===== src/rtl/atom_pkg.sv =====
package atom_pkg;
  localparam int NUM_TEST = 4;
  localparam int NUM_PATH = 4;
  localparam int OP_W     = 3;
  localparam int SRC_W    = 2;
  localparam int PATH_W   = $clog2(NUM_PATH);

  typedef enum logic [OP_W-1:0] {
    REL_EQ    = 3'd0,
    REL_NE    = 3'd1,
    REL_LT    = 3'd2,
    REL_LE    = 3'd3,
    REL_GT    = 3'd4,
    REL_GE    = 3'd5,
    REL_TRUE  = 3'd6,
    REL_FALSE = 3'd7
  } rel_op_e;

  typedef enum logic [SRC_W-1:0] {
    CMP_STATE = 2'd0,
    CMP_FLD1  = 2'd1,
    CMP_FLD2  = 2'd2,
    CMP_CONST = 2'd3
  } cmp_src_e;
endpackage


===== src/rtl/atom_pred.sv =====
module atom_pred
  import atom_pkg::*;
#(
  parameter int W = 16
) (
  input  logic [OP_W-1:0]  op,
  input  logic [SRC_W-1:0] lsel,
  input  logic [SRC_W-1:0] rsel,
  input  logic [W-1:0]     state,
  input  logic [W-1:0]     fld1,
  input  logic [W-1:0]     fld2,
  input  logic [W-1:0]     kval,
  output logic             hit
);
  logic [W-1:0] lhs, rhs;

  function automatic logic [W-1:0] pick(input logic [SRC_W-1:0] s,
                                        input logic [W-1:0] st,
                                        input logic [W-1:0] a,
                                        input logic [W-1:0] b,
                                        input logic [W-1:0] k);
    case (cmp_src_e'(s))
      CMP_STATE: pick = st;
      CMP_FLD1:  pick = a;
      CMP_FLD2:  pick = b;
      default:   pick = k;
    endcase
  endfunction

  always_comb begin
    lhs = pick(lsel, state, fld1, fld2, kval);
    rhs = pick(rsel, state, fld1, fld2, kval);
    case (rel_op_e'(op))
      REL_EQ:   hit = (lhs == rhs);
      REL_NE:   hit = (lhs != rhs);
      REL_LT:   hit = (lhs <  rhs);
      REL_LE:   hit = (lhs <= rhs);
      REL_GT:   hit = (lhs >  rhs);
      REL_GE:   hit = (lhs >= rhs);
      REL_TRUE: hit = 1'b1;
      default:  hit = 1'b0;
    endcase
  end
endmodule


===== src/rtl/atom_path.sv =====
module atom_path
  import atom_pkg::*;
#(
  parameter int W = 16
) (
  input  logic [SRC_W-1:0] sel,
  input  logic             sub,
  input  logic             zero,
  input  logic [W-1:0]     state,
  input  logic [W-1:0]     fld1,
  input  logic [W-1:0]     fld2,
  input  logic [W-1:0]     kval,
  output logic [W-1:0]     result
);
  logic [W-1:0] opnd, sum, diff;

  always_comb begin
    if (sel[1])      opnd = kval;
    else if (sel[0]) opnd = fld2;
    else             opnd = fld1;
    sum  = state + opnd;
    diff = state - opnd;
    if (zero)     result = '0;
    else if (sub) result = diff;
    else          result = sum;
  end
endmodule


===== src/rtl/atom_branch.sv =====
module atom_branch
  import atom_pkg::*;
#(
  parameter int W = 16
) (
  input  logic [NUM_TEST-1:0]        hits,
  input  logic [NUM_PATH-1:0][W-1:0] results,
  input  logic [W-1:0]               state,
  output logic [PATH_W-1:0]          path,
  output logic [W-1:0]               next_val
);
  always_comb begin
    if (hits[0]) path = hits[1] ? PATH_W'(0) : PATH_W'(1);
    else         path = hits[2] ? PATH_W'(2) : PATH_W'(3);
    next_val = hits[3] ? results[path] : state;
  end
endmodule


===== src/rtl/pred_state_atom.sv =====
module pred_state_atom
  import atom_pkg::*;
#(
  parameter int W = 16
) (
  input  logic                      clk,
  input  logic                      rst,
  input  logic                      in_valid,
  output logic                      in_ready,
  input  logic [W-1:0]              in_fld1,
  input  logic [W-1:0]              in_fld2,
  output logic                      out_valid,
  input  logic                      out_ready,
  output logic [W-1:0]              out_old,
  output logic [W-1:0]              out_new,
  input  logic [W-1:0]              cfg_init,
  input  logic [NUM_TEST*OP_W-1:0]  cfg_pop,
  input  logic [NUM_TEST*SRC_W-1:0] cfg_plhs,
  input  logic [NUM_TEST*SRC_W-1:0] cfg_prhs,
  input  logic [NUM_TEST*W-1:0]     cfg_pconst,
  input  logic [NUM_PATH*SRC_W-1:0] cfg_usel,
  input  logic [NUM_PATH-1:0]       cfg_usub,
  input  logic [NUM_PATH-1:0]       cfg_uzero,
  input  logic [NUM_PATH*W-1:0]     cfg_uconst
);
  logic [W-1:0]               state_q;
  logic [NUM_TEST-1:0]        hits;
  logic [NUM_PATH-1:0][W-1:0] results;
  logic [PATH_W-1:0]          path;
  logic [W-1:0]               next_val;
  logic                       accept;

  for (genvar t = 0; t < NUM_TEST; t++) begin : g_test
    atom_pred #(.W(W)) pred_i (
      .op   (cfg_pop[t*OP_W +: OP_W]),
      .lsel (cfg_plhs[t*SRC_W +: SRC_W]),
      .rsel (cfg_prhs[t*SRC_W +: SRC_W]),
      .state(state_q),
      .fld1 (in_fld1),
      .fld2 (in_fld2),
      .kval (cfg_pconst[t*W +: W]),
      .hit  (hits[t])
    );
  end

  for (genvar p = 0; p < NUM_PATH; p++) begin : g_path
    atom_path #(.W(W)) path_i (
      .sel   (cfg_usel[p*SRC_W +: SRC_W]),
      .sub   (cfg_usub[p]),
      .zero  (cfg_uzero[p]),
      .state (state_q),
      .fld1  (in_fld1),
      .fld2  (in_fld2),
      .kval  (cfg_uconst[p*W +: W]),
      .result(results[p])
    );
  end

  atom_branch #(.W(W)) branch_i (
    .hits    (hits),
    .results (results),
    .state   (state_q),
    .path    (path),
    .next_val(next_val)
  );

  assign in_ready = !out_valid || out_ready;
  assign accept   = in_valid && in_ready;

  always_ff @(posedge clk) begin
    if (rst) begin
      state_q   <= cfg_init;
      out_valid <= 1'b0;
      out_old   <= '0;
      out_new   <= '0;
    end else if (accept) begin
      state_q   <= next_val;
      out_valid <= 1'b1;
      out_old   <= state_q;
      out_new   <= next_val;
    end else if (out_ready) begin
      out_valid <= 1'b0;
    end
  end
endmodule


===== config.mk =====
export PLATFORM = sky130hd
export DESIGN_NAME = pred_state_atom
export DESIGN_NICKNAME = d
export VERILOG_FILES = /design/src/rtl/atom_pkg.sv /design/src/rtl/atom_pred.sv /design/src/rtl/atom_path.sv /design/src/rtl/atom_branch.sv /design/src/rtl/pred_state_atom.sv
export SDC_FILE = /design/constraint.sdc
export NUM_CORES = 1
export LEC_CHECK = 0
export BUFFER_PORTS_ARGS = -buffer_cell sky130_fd_sc_hd__buf_2
export CAP_MARGIN = 20
export CORE_UTILIZATION = 55
export CTS_CLUSTER_SIZE = 14
export DETAILED_ROUTE_END_ITERATION = 10
export PLACE_DENSITY = 0.8
export SYNTH_ARGS = -nofsm -noshare
export SYNTH_HDL_FRONTEND = slang
export SYNTH_SLANG_ARGS = --single-unit
export TNS_END_PERCENT = 30

===== constraint.sdc =====
create_clock -name clk -period 12.8 [get_ports clk]
set_input_delay 1.28 -clock clk [delete_from_list [all_inputs] [get_ports clk]]
set_output_delay 1.28 -clock clk [all_outputs]
set_load 0.1 [all_outputs]

==> metrics.txt <==
status finished, final reports clean; first-pass iteration count of the detailed router 5; maximum vdd drop 0.0000782 V; FMAX 183 MHz; clock buffer count from CTS 5; clock root cell clkbuf_16; Synth async-reset ratio 0%; core area 22800 um2; crit-path cells buf_2 -> mux2_1 -> mux2i_1 -> and4_1 -> a31oi_1 -> xor2_1 -> ha_1 -> a2111oi_0 -> o21ai_0 -> a41oi_1 -> o21ai_0 -> a21o_1 -> a21oi_1 -> xnor2_1 -> a221oi_1 -> a21o_1 -> a221oi_1; clock share of power 9.3%; CP Depth 17; Final Power 0.00153 W; Worst Path Max Fanout 16; Ports 258; Sequential Area 1140 um2; Max Cap Viol 0; r2r endpoint state_q[15]; most frequent cells in the layout 257 x buf_2, 128 x ha_1, 122 x mux4_2, 106 x a21oi_1, 95 x inv_1; Comb power frac 74.2%; Power Density 108 nW/um2; Vias/cell 6.92; post-CTS resize count 0; switch share 51.8%; CP Class input pin to flip-flop; HPWL Detailed 34800 um; Die X-Extent 155 um; Final min period 5.48 ns; DRT iter0 DRCs 1393; Crit. End Element flip-flop; R2R cell count 13; slowest CP cell mux2_1; Vias 12800; Final GP Congestion 1.01; endpoints failing setup 0; register share of total power 16.5%; top cell family by delay on the critical path compound AO/OA/AOI/OAI gates; EDFF count, synth 16; Post-CTS Hold Buffers 0; Filler cells 1900; Setup crit end state_q[14]; Slew @ Worst Pin 1.02 ns; maximum clock path buffer count 2; port bufs 257; clock sink count 49; Initial Utilization 56.5%; Hold WC Path Type flip-flop to flip-flop; CP bufs+invs 1; synthesized cell area 12900 um2; die area 24000 um2; post-DR wirelength/cell 25.0 um; Syn Inst Count 1381; Yosys warning total 0; ys flop type dfxtp_1; Final ANT Viol Nets 0; post-CTS setup buffer count 0; Seq/Total Area, Yosys 8.87%; Max Slew Vio Count 0; crit path from cfg_usel[6]; startpoint types input pin; reg2reg start state_q[9]; Net Switching 0.000795 W; area grow syn2layout 10.6%; data arrival at the endpoint of the critical path 5.57 ns; clock skew 0.00468 ns; first-pass GRT wire length 68400 um; Seq cells post-synth 49; DR DRC count 0; final hold vios 0; Final nets 1888; Leak 6.26 nW; antenna violations before repair 3; layout cells sized above 1 31.1%; RSZ-0062 raised after global routing false; final setup TNS 0 ns; required time worst endpoint 12.89 ns; final period utilization 42.8%; CTS tree yes; P_int 0.000739 W; FP Rows 55; Critical Path Max Stage Delay 0.37 ns; commonest non-fill, non-tap cell in the layout buf_2; reg2reg setup slack 8.13 ns; Total GRT Usage 37.6%; Avg Cell Area, Syn 9.32 um2; htree depth 2; Distinct cells, synth 86; Post-Route WL 46200 um; relative slew slack 32.2%; clock slew seen by the registers of the worst setup and hold paths 0.07 ns; Multi-input gate area 10800 um2; overflow left after global routing 0; pin count of the biggest net entering global routing 43; vias in the first global route 11900; Clk Latency, worst-skew pair 0.29 ns; Die Height 155 um; syn nets 1737
-- tightest hold or removal path: stages, from the launching register on --
cell and delay, ns:
dfxtp_1 0.33, nand2_1 0.04, o21ai_0 0.06
-- metrics by stage --
stage / std cells / util (%) / hold WS (ns) / setup slack [ns] / cell area, um2
floorplan: 1381 / - / 0.693 / 7.45 / 12900
global placement: 1838 / 61.8 / 0.439 / 7.19 / 14100
detailed placement: 1838 / 61.8 / 0.451 / 7.12 / 14100
CTS: 1846 / 62.5 / 0.467 / 7.40 / 14200
global route: 1847 / 62.5 / 0.490 / 6.98 / 14200
finish: 1847 / 62.5 / 0.464 / 7.32 / 14200
-- per-layer routing --
layer	global-route usage [%]	vias to the layer above	wire, um
li1	-	5648	-
met1	49.4	6005	17100
met2	58.5	936	20400
met3	7.27	201	6080
met4	20.5	0	2640
met5	0	-	0
-- logic make-up (layout without fill, tap and decap cells) --
group           Yosys count  in the layout  share of synthesized area [%]
mux                     249            249                           33.5
xor+xnor                113            113                           7.75
flops                    49             49                           8.87
compound gates          347            347                           18.2
buf+inv                 218            370                           7.14
fa+ha+maj               132            132                           13.1
other cells               0              1                              0
simple gates            273            273                           11.5
-- layout make-up --
| class | count | area share (%) |
|---|---|---|
| antenna | 1 | 0.0176 |
| multi-input combinational | 1114 | 76.0 |
| timing repair buffer | 266 | 9.51 |
| clock buffer | 7 | 1.07 |
| clock inverter | 1 | 0.0615 |
| inverter | 96 | 2.53 |
| tap | 313 | 2.75 |
| sequential | 49 | 8.01 |
-- power groups by stage --
stage / clock, W / sequential, W / combinational (W)
CTS: 0.000142 / 0.000249 / 0.00112
finish: 0.000142 / 0.000253 / 0.00114
detailed placement: 0 / 0.000252 / 0.00111
floorplan: 0 / 0.000305 / 0.000766
global route: 0.000147 / 0.000253 / 0.00122
global placement: 0 / 0.000250 / 0.00109
-- cell usage after synthesis (all sizes together), types with 27 or more instances --
library cell,instances,area (um2)
nand2,65,246
a21o,27,203
mux2i,72,826
dfxtp,33,661
clkbuf,81,307
ha,128,1600
o21ai,56,280
xnor2,49,437
mux4,128,2910
a21oi,108,541
xor2,64,561
nor2,66,253
inv,96,360
mux2,49,582
buf,41,253
-- sequential cells by signal, summed over array words and instances (netlist names) --
signal and flops:
out_old 16, out_valid 1, out_new 16, state_q 16
-- worst min-delay path by stage --
| stage | depth (start not counted) | startpoint | to |
|---|---|---|---|
| after floorplan | 1 | state_q[10] | out_old[10] |
| after global placement | 2 | out_old[0] | out_old[0] |
| after CTS | 2 | out_old[13] | out_old[13] |
| after global routing | 1 | out_old[15] | out_old[15] |
| final | 2 | out_new[6] | out_new[6] |
| after detailed placement | 2 | out_old[13] | out_old[13] |
Power figures use the tool's default switching activity.
